$ cat src/rtl/mwm_pkg.sv
package mwm_pkg;

  localparam int FIELD_W = 16;

  localparam logic [2:0] OPC_READ  = 3'b110;
  localparam logic [2:0] OPC_WRITE = 3'b101;
  localparam logic [4:0] OPC_WEN   = 5'b10011;
  localparam logic [4:0] OPC_WDIS  = 5'b10000;

  typedef enum logic [2:0] {
    P_SETUP, P_SEND, P_RECV, P_STBY, P_POLL, P_CLOSE
  } prim_e;

  typedef enum logic [1:0] {S_IDLE, S_ISSUE, S_WAIT} seq_e;

  typedef struct packed {
    prim_e               kind;
    logic [FIELD_W-1:0]  bits;
    logic [4:0]          len;
    logic                last;
  } uop_t;

  // Micro-op program of one operation, indexed by step number.
  function automatic uop_t prog_step(input logic wr, input logic [3:0] idx,
                                     input logic [FIELD_W-1:0] a,
                                     input logic [FIELD_W-1:0] d,
                                     input logic [4:0] alen,
                                     input logic [4:0] dlen);
    uop_t u;
    u = '{kind: P_CLOSE, bits: '0, len: 5'd0, last: 1'b1};
    if (!wr) begin
      case (idx)
        4'd0: u = '{kind: P_SETUP, bits: '0, len: 5'd0, last: 1'b0};
        4'd1: u = '{kind: P_SEND, bits: FIELD_W'(OPC_READ), len: 5'd3, last: 1'b0};
        4'd2: u = '{kind: P_SEND, bits: a, len: alen, last: 1'b0};
        4'd3: u = '{kind: P_RECV, bits: '0, len: dlen, last: 1'b0};
        default: u = '{kind: P_STBY, bits: '0, len: 5'd0, last: 1'b1};
      endcase
    end else begin
      case (idx)
        4'd0:  u = '{kind: P_SETUP, bits: '0, len: 5'd0, last: 1'b0};
        4'd1:  u = '{kind: P_SEND, bits: FIELD_W'(OPC_WEN), len: 5'd5, last: 1'b0};
        4'd2:  u = '{kind: P_SEND, bits: '0, len: alen - 5'd2, last: 1'b0};
        4'd3:  u = '{kind: P_STBY, bits: '0, len: 5'd0, last: 1'b0};
        4'd4:  u = '{kind: P_SEND, bits: FIELD_W'(OPC_WRITE), len: 5'd3, last: 1'b0};
        4'd5:  u = '{kind: P_SEND, bits: a, len: alen, last: 1'b0};
        4'd6:  u = '{kind: P_SEND, bits: d, len: dlen, last: 1'b0};
        4'd7:  u = '{kind: P_STBY, bits: '0, len: 5'd0, last: 1'b0};
        4'd8:  u = '{kind: P_POLL, bits: '0, len: 5'd0, last: 1'b0};
        4'd9:  u = '{kind: P_STBY, bits: '0, len: 5'd0, last: 1'b0};
        4'd10: u = '{kind: P_SEND, bits: FIELD_W'(OPC_WDIS), len: 5'd5, last: 1'b0};
        4'd11: u = '{kind: P_SEND, bits: '0, len: alen - 5'd2, last: 1'b0};
        default: u = '{kind: P_CLOSE, bits: '0, len: 5'd0, last: 1'b1};
      endcase
    end
    return u;
  endfunction

endpackage

$ cat src/rtl/mwm_prescale.sv
module mwm_prescale #(
  parameter int DIV_W = 8
) (
  input  logic             clk,
  input  logic             rst_n,
  input  logic             en,
  input  logic [DIV_W-1:0] div,
  output logic             tick
);

  logic [DIV_W-1:0] cnt_q, cnt_d;

  always_comb begin
    tick  = en && (cnt_q == div);
    cnt_d = cnt_q;
    if (!en || tick) cnt_d = '0;
    else             cnt_d = cnt_q + 1'b1;
  end

  always_ff @(posedge clk or negedge rst_n) begin
    if (!rst_n) cnt_q <= '0;
    else        cnt_q <= cnt_d;
  end

endmodule

$ cat src/rtl/mwm_pinio.sv
module mwm_pinio
  import mwm_pkg::*;
#(
  parameter int DATA_W   = 16,
  parameter int POLL_MAX = 200
) (
  input  logic               clk,
  input  logic               rst_n,
  input  logic               tick,
  input  logic               start,
  input  prim_e              kind,
  input  logic [FIELD_W-1:0] bits,
  input  logic [4:0]         len,
  input  logic               sdo,
  output logic               busy,
  output logic               done,
  output logic               timeout,
  output logic [DATA_W-1:0]  rdata,
  output logic               cs,
  output logic               sk,
  output logic               di
);

  localparam int PW = $clog2(POLL_MAX + 1);

  logic               busy_q, busy_d, done_q, done_d, to_q, to_d;
  prim_e              kind_q, kind_d;
  logic [1:0]         ph_q, ph_d;
  logic [4:0]         cnt_q, cnt_d;
  logic [FIELD_W-1:0] sh_q, sh_d;
  logic [DATA_W-1:0]  rd_q, rd_d;
  logic [PW-1:0]      pol_q, pol_d;
  logic               cs_q, cs_d, sk_q, sk_d, di_q, di_d;
  logic [1:0]         do_s;
  logic               fin;

  always_comb begin
    busy_d = busy_q; kind_d = kind_q; ph_d = ph_q; cnt_d = cnt_q;
    sh_d = sh_q; rd_d = rd_q; pol_d = pol_q; to_d = to_q;
    cs_d = cs_q; sk_d = sk_q; di_d = di_q;
    done_d = 1'b0;
    fin = 1'b0;
    if (!busy_q) begin
      if (start) begin
        busy_d = 1'b1;
        kind_d = kind;
        ph_d   = 2'd0;
        cnt_d  = len - 5'd1;
        sh_d   = bits << (5'd16 - len);
        pol_d  = '0;
        to_d   = 1'b0;
        case (kind)
          P_SETUP: begin sk_d = 1'b0; di_d = 1'b0; end
          P_SEND:  di_d = sh_d[FIELD_W-1];
          P_RECV:  begin sk_d = 1'b1; di_d = 1'b0; end
          P_STBY:  begin cs_d = 1'b0; sk_d = 1'b0; end
          P_CLOSE: begin cs_d = 1'b0; di_d = 1'b0; end
          default: ;
        endcase
      end
    end else if (tick) begin
      case (kind_q)
        P_SETUP: begin
          if (ph_q == 2'd0) begin cs_d = 1'b1; ph_d = 2'd1; end
          else fin = 1'b1;
        end
        P_SEND: begin
          case (ph_q)
            2'd0: begin sk_d = 1'b1; ph_d = 2'd1; end
            2'd1: begin sk_d = 1'b0; ph_d = 2'd2; end
            2'd2: begin
              if (cnt_q != 5'd0) begin
                sh_d  = sh_q << 1;
                di_d  = sh_q[FIELD_W-2];
                cnt_d = cnt_q - 5'd1;
                ph_d  = 2'd0;
              end else begin
                di_d = 1'b0;
                ph_d = 2'd3;
              end
            end
            default: fin = 1'b1;
          endcase
        end
        P_RECV: begin
          if (ph_q == 2'd0) begin
            rd_d = {rd_q[DATA_W-2:0], do_s[1]};
            sk_d = 1'b0;
            ph_d = 2'd1;
          end else if (cnt_q != 5'd0) begin
            sk_d  = 1'b1;
            cnt_d = cnt_q - 5'd1;
            ph_d  = 2'd0;
          end else begin
            fin = 1'b1;
          end
        end
        P_STBY: begin
          case (ph_q)
            2'd0: begin sk_d = 1'b1; ph_d = 2'd1; end
            2'd1: begin cs_d = 1'b1; ph_d = 2'd2; end
            2'd2: begin sk_d = 1'b0; ph_d = 2'd3; end
            default: fin = 1'b1;
          endcase
        end
        P_POLL: begin
          if (do_s[1]) fin = 1'b1;
          else if (pol_q == PW'(POLL_MAX - 1)) begin fin = 1'b1; to_d = 1'b1; end
          else pol_d = pol_q + 1'b1;
        end
        default: begin
          case (ph_q)
            2'd0: begin sk_d = 1'b1; ph_d = 2'd1; end
            2'd1: begin sk_d = 1'b0; ph_d = 2'd2; end
            default: fin = 1'b1;
          endcase
        end
      endcase
      if (fin) begin
        busy_d = 1'b0;
        done_d = 1'b1;
      end
    end
  end

  always_ff @(posedge clk or negedge rst_n) begin
    if (!rst_n) begin
      busy_q <= 1'b0; done_q <= 1'b0; to_q <= 1'b0;
      kind_q <= P_SETUP; ph_q <= 2'd0; cnt_q <= '0;
      sh_q <= '0; rd_q <= '0; pol_q <= '0;
      cs_q <= 1'b0; sk_q <= 1'b0; di_q <= 1'b0;
      do_s <= 2'b00;
    end else begin
      busy_q <= busy_d; done_q <= done_d; to_q <= to_d;
      kind_q <= kind_d; ph_q <= ph_d; cnt_q <= cnt_d;
      sh_q <= sh_d; rd_q <= rd_d; pol_q <= pol_d;
      cs_q <= cs_d; sk_q <= sk_d; di_q <= di_d;
      do_s <= {do_s[0], sdo};
    end
  end

  assign busy    = busy_q;
  assign done    = done_q;
  assign timeout = to_q;
  assign rdata   = rd_q;
  assign cs      = cs_q;
  assign sk      = sk_q;
  assign di      = di_q;

endmodule

$ cat src/rtl/mwm_prog.sv
module mwm_prog
  import mwm_pkg::*;
#(
  parameter int ADDR_W = 6,
  parameter int DATA_W = 16
) (
  input  logic               clk,
  input  logic               rst_n,
  input  logic               req,
  input  logic               we,
  input  logic [ADDR_W-1:0]  addr,
  input  logic [DATA_W-1:0]  wdata,
  input  logic               eng_done,
  input  logic               eng_to,
  input  logic [DATA_W-1:0]  eng_rdata,
  output logic               start,
  output uop_t               cur,
  output logic               busy,
  output logic               ack,
  output logic [DATA_W-1:0]  rdata,
  output logic               err
);

  seq_e              st_q, st_d;
  logic [3:0]        idx_q, idx_d;
  logic              we_q, we_d, acc_q, acc_d, ack_q, ack_d, er_q, er_d;
  logic [ADDR_W-1:0] ad_q, ad_d;
  logic [DATA_W-1:0] wd_q, wd_d, rd_q, rd_d;

  assign cur = prog_step(we_q, idx_q, FIELD_W'(ad_q), FIELD_W'(wd_q),
                         5'(ADDR_W), 5'(DATA_W));

  always_comb begin
    st_d = st_q; idx_d = idx_q; we_d = we_q; ad_d = ad_q; wd_d = wd_q;
    acc_d = acc_q; rd_d = rd_q; er_d = er_q;
    ack_d = 1'b0;
    case (st_q)
      S_IDLE: begin
        if (req) begin
          we_d = we; ad_d = addr; wd_d = wdata;
          idx_d = '0; acc_d = 1'b0;
          st_d = S_ISSUE;
        end
      end
      S_ISSUE: st_d = S_WAIT;
      S_WAIT: begin
        if (eng_done) begin
          acc_d = acc_q | eng_to;
          if (cur.last) begin
            ack_d = 1'b1;
            rd_d  = we_q ? '0 : eng_rdata;
            er_d  = acc_q | eng_to;
            st_d  = S_IDLE;
          end else begin
            idx_d = idx_q + 4'd1;
            st_d  = S_ISSUE;
          end
        end
      end
      default: st_d = S_IDLE;
    endcase
  end

  always_ff @(posedge clk or negedge rst_n) begin
    if (!rst_n) begin
      st_q <= S_IDLE; idx_q <= '0; we_q <= 1'b0; ad_q <= '0; wd_q <= '0;
      acc_q <= 1'b0; ack_q <= 1'b0; rd_q <= '0; er_q <= 1'b0;
    end else begin
      st_q <= st_d; idx_q <= idx_d; we_q <= we_d; ad_q <= ad_d; wd_q <= wd_d;
      acc_q <= acc_d; ack_q <= ack_d; rd_q <= rd_d; er_q <= er_d;
    end
  end

  assign start = (st_q == S_ISSUE);
  assign busy  = (st_q != S_IDLE);
  assign ack   = ack_q;
  assign rdata = rd_q;
  assign err   = er_q;

endmodule

$ cat src/rtl/mwm_master.sv
module mwm_master
  import mwm_pkg::*;
#(
  parameter int ADDR_W   = 6,
  parameter int DATA_W   = 16,
  parameter int DIV_W    = 8,
  parameter int POLL_MAX = 200
) (
  input  logic              clk,
  input  logic              rst_n,
  input  logic [DIV_W-1:0]  unit_div,
  input  logic              req,
  input  logic              we,
  input  logic [ADDR_W-1:0] addr,
  input  logic [DATA_W-1:0] wdata,
  output logic              ack,
  output logic [DATA_W-1:0] rdata,
  output logic              err,
  output logic              ee_cs,
  output logic              ee_sk,
  output logic              ee_di,
  input  logic              ee_do
);

  logic              tick_w, start_w, eng_busy, eng_done, eng_to, seq_busy;
  logic [DATA_W-1:0] eng_rdata;
  uop_t              cur_w;

  mwm_prescale #(.DIV_W(DIV_W)) u_pre (
    .clk(clk), .rst_n(rst_n), .en(eng_busy), .div(unit_div), .tick(tick_w)
  );

  mwm_prog #(.ADDR_W(ADDR_W), .DATA_W(DATA_W)) u_prog (
    .clk(clk), .rst_n(rst_n), .req(req), .we(we), .addr(addr), .wdata(wdata),
    .eng_done(eng_done), .eng_to(eng_to), .eng_rdata(eng_rdata),
    .start(start_w), .cur(cur_w), .busy(seq_busy),
    .ack(ack), .rdata(rdata), .err(err)
  );

  mwm_pinio #(.DATA_W(DATA_W), .POLL_MAX(POLL_MAX)) u_pin (
    .clk(clk), .rst_n(rst_n), .tick(tick_w), .start(start_w),
    .kind(cur_w.kind), .bits(cur_w.bits), .len(cur_w.len), .sdo(ee_do),
    .busy(eng_busy), .done(eng_done), .timeout(eng_to), .rdata(eng_rdata),
    .cs(ee_cs), .sk(ee_sk), .di(ee_di)
  );

endmodule

$ cat config.mk
export PLATFORM = sky130hd
export DESIGN_NAME = mwm_master
export DESIGN_NICKNAME = d
export VERILOG_FILES = /design/src/rtl/mwm_pkg.sv /design/src/rtl/mwm_prescale.sv /design/src/rtl/mwm_pinio.sv /design/src/rtl/mwm_prog.sv /design/src/rtl/mwm_master.sv
export SDC_FILE = /design/constraint.sdc
export NUM_CORES = 1
export LEC_CHECK = 0
export ABC_AREA = 1
export BUFFER_PORTS_ARGS = -buffer_cell sky130_fd_sc_hd__buf_4
export CELL_PAD_IN_SITES_DETAIL_PLACEMENT = 2
export CELL_PAD_IN_SITES_GLOBAL_PLACEMENT = 2
export CORE_ASPECT_RATIO = 0.8
export CORE_MARGIN = 3
export CORE_UTILIZATION = 35
export DETAILED_ROUTE_END_ITERATION = 10
export PLACE_DENSITY_LB_ADDON = 0.08
export SLEW_MARGIN = 15
export SYNTH_ARGS = -nofsm -noshare
export SYNTH_HDL_FRONTEND = slang
export SYNTH_SLANG_ARGS = --single-unit
$ cat constraint.sdc
create_clock -name clk -period 3.1 [get_ports clk]
set_input_delay 0.155 -clock clk [delete_from_list [all_inputs] [get_ports clk]]
set_output_delay 0.155 -clock clk [all_outputs]
set_load 0.05 [all_outputs]
==> out/results.ini <==
[power_and_ir_drop]
combPwrFrac = 0.452
p_leak_uw = 0.00405
clkPwrFrac = 0.266
p_int_uw = 3850
power.switching_uw = 3250
p_sw_frac = 0.458
vdd_ir_drop_max_uv = 311
p_seq_frac = 0.282
power.density_mw_per_mm2 = 867

[logic_synthesis]
synth_cell_type_count = 47
yosysMostFrequentCell = nand2_1
synth-compound-area-share = 0.112
synthAdderAreaFrac = 0.0244
synth-xor-area-share = 0.0238
synth_flop_cell = dfrtp_1
yosysTopAreaCellShare = 0.424
ys_top_cells_by_count = nand2_1, nand3_1, dfrtp_1
synth_seq_cells = 113
ys_seq_area_frac = 0.424
synth-edff-count = 0
synth_area_mm2 = 0.00667
yosysTopAreaCell = dfrtp_1
synth_top_family_by_area = simple AND/OR/NAND/NOR gates
synth_area_leaders = dfrtp_1, nand2_1, nand3_1, inv_1, nor2_1
async_reset_ff_frac = 1.00
yosys.area_share.simple = 0.324
synth_area_per_cell_um2 = 7.57
synthMuxAreaShare = 0.00845
syn_inst = 881
yosys_warnings = 0
syn_nets = 929

[worst_hold_path]
min_path_cells = 5
holdCritStartpoint = req
hp-class = in -> reg
whs_endpoint = u_prog.ad_q[3]$_DFFE_PN0P_

[job]
max_cap_violations = 0

[grt]
antenna_found_initial = 0
gr-usage-all-layers = 0.226
grt_pass1_wl_um = 37800
grt_overflow = 0
grt_pass1_vias = 7293
grt_max_degree = 72

[floorplanning]
fp.dieH_um = 129
io_pins = 56
start_util = 0.362
coreArea_mm2 = 0.0184
die_w_um = 160
die_area_mm2 = 0.0207
num_rows = 44

[detailed_routing]
first_pass_iters = 4
drt_iter0_markers = 253
viasPerCell = 5.14
wl_per_cell_um = 17.9
wirelength_um = 22000
drc = 0
num_vias = 6333
antenna_left = 0

[cts]
htreeDepth = 4
insertion_delay_ps = 420
clockBufferDepth = 2
cts_sinks = 113
root_buffer = clkbuf_16
cts_tree = yes
cts_buffers = 17
path_clk_slew_ps = 60

[setup_path]
timing.rr.end = u_pin.sh_q[12]$_DFFE_PN0P_
reg2regPathDepth = 16
slowest_stage = dfrtp_1
timing.rr.start = u_prog.idx_q[0]$_DFFE_PN0P_
crit_family = simple AND/OR/NAND/NOR gates
cp_cell_sequence = inv_1, ha_2, nand2_1, nor2_4, inv_2, a21oi_1, a21oi_1, ha_1, inv_1, nor2_2, inv_2, nand2_4, or2_1, nand3_1, nand3_1, a21boi_1
path_class = reg -> reg
max_stage_delay_ps = 410
end_kind = register
r2r_slack_ps = 340
cp.buffers_inverters = 4
crit_path_max_fanout = 14
cp-start-kind = register
crit_arrival_ps = 3110
cp.required_ps = 3450

[placed_design]
detailedPlace.worstSlack_ps = 191
port_buffers = 55
place_congestion = 0.818
hpwl_um = 15700

[timing]
finalCritPeriodShare = 0.891
tightest_slew_ps = 579
finalHoldViolCount = 0
hold_slack_ps = 249
max_freq_ghz = 0.362
relSlewSlack = 0.614
finalSetupViolCount = 0
rsz0062_at_grt = false
skew_ps = 7.58
finalSetupTns_ps = 0
slew_violations = 0
setup_ws_ps = 337
period_minus_slack_ps = 2760

[final_layout]
syn_to_final_growth_pct = 22.8
finalNetCount = 1015
diodes = 0
fill_cells = 2147
drive_gt1_frac = 0.153

[outcome]
status = complete, no violations

## worst min-delay path, delay by kind of cell
kind	cells	cell delay [ps]
AND/OR/NAND/NOR	3	180
buffers and inverters	2	290
## layout by cell type, fill, tap and decap left out, types with 8 or more instances in the layout
cell type	n
nand2_1	248
nand3_1	114
dfrtp_1	113
inv_1	87
buf_4	69
nor2_1	66
o21ai_0	45
a21oi_1	38
dlygate4sd3_1	25
clkbuf_16	17
o31ai_1	13
nand4_1	12
nor3_1	12
ha_1	12
xor2_1	9
nand3_2	8
## what timing repair did
item                                    CTS  global route
endpoints found under the setup margin    0            12
resized for setup                         0             2
setup buffers                             0             1
endpoints found under the hold margin    66             0
hold buffers                             25             0
## final cells by class
class | instances | area (um^2) | area share
Clock buffer | 18 | 439 | 0.0536
Clock inverter | 14 | 123 | 0.0150
Inverter | 98 | 375 | 0.0459
Multi-Input combinational cell | 641 | 3300 | 0.403
Sequential cell | 113 | 2830 | 0.345
Tap cell | 253 | 317 | 0.0387
Timing Repair Buffer | 96 | 808 | 0.0987
## routing by layer
| layer | track usage | share of wire | vias up |
|---|---|---|---|
| met2 | 0.421 | 0.53 | 72 |
| met3 | 0.0364 | 0.019 | 21 |
| met5 | 0 | 0 | - |
| met4 | 0.0643 | 0.012 | 0 |
| met1 | 0.273 | 0.44 | 3197 |
| li1 | - | - | 3043 |
## sequential cells by signal, indices dropped and copies added, names as in the netlist, 3 cells and up
name,cells
u_pin.cnt_q,5
u_pin.kind_q,3
u_pin.pol_q,8
u_pin.rdata,16
u_pin.sh_q,15
u_pre.cnt_q,8
u_prog.ad_q,6
u_prog.idx_q,4
u_prog.rdata,16
u_prog.wd_q,16
## power by group through the flow
| stage | sequential [uW] | clock (uW) | combinational [uW] |
|---|---|---|---|
| final | 2000 | 1890 | 3210 |
| after CTS | 2000 | 1930 | 3150 |
| after global routing | 2040 | 2000 | 3630 |
| after detailed placement | 2020 | 0 | 3060 |
| after global placement | 1990 | 0 | 2890 |
| after floorplan | 1950 | 0 | 2230 |
## worst max-delay path by stage
stage	startpoint	to	cells past startpoint
after floorplan	u_prog.idx_q[1]$_DFFE_PN0P_	u_pin.sh_q[8]$_DFFE_PN0P_	16
after global placement	u_prog.idx_q[0]$_DFFE_PN0P_	u_pin.sh_q[13]$_DFFE_PN0P_	14
after detailed placement	u_prog.idx_q[0]$_DFFE_PN0P_	u_pin.sh_q[5]$_DFFE_PN0P_	14
after CTS	u_prog.idx_q[0]$_DFFE_PN0P_	u_pin.sh_q[14]$_DFFE_PN0P_	14
after global routing	u_prog.idx_q[0]$_DFFE_PN0P_	u_pin.sh_q[7]$_DFFE_PN0P_	15
final	u_prog.idx_q[0]$_DFFE_PN0P_	u_pin.sh_q[12]$_DFFE_PN0P_	16
## metrics by stage
stage / total power [uW] / area, um^2 / instances / util
after global routing: 7670 / 8190 / 1233 / 0.445
final: 7090 / 8190 / 1233 / 0.445
after floorplan: 4180 / 6670 / 881 / -
after CTS: 7080 / 8160 / 1232 / 0.444
after detailed placement: 5080 / 7350 / 1175 / 0.400
after global placement: 4880 / 7350 / 1175 / 0.400
## cells by family (layout without fill, tap and decap cells)
group	after synthesis	count (layout)
simple gates	483	483
buf+inv	127	226
compound gates	124	124
flops	113	113
xor+xnor	16	16
fa+ha+maj	13	13
mux	5	5
(Power assumes the default switching activity.)
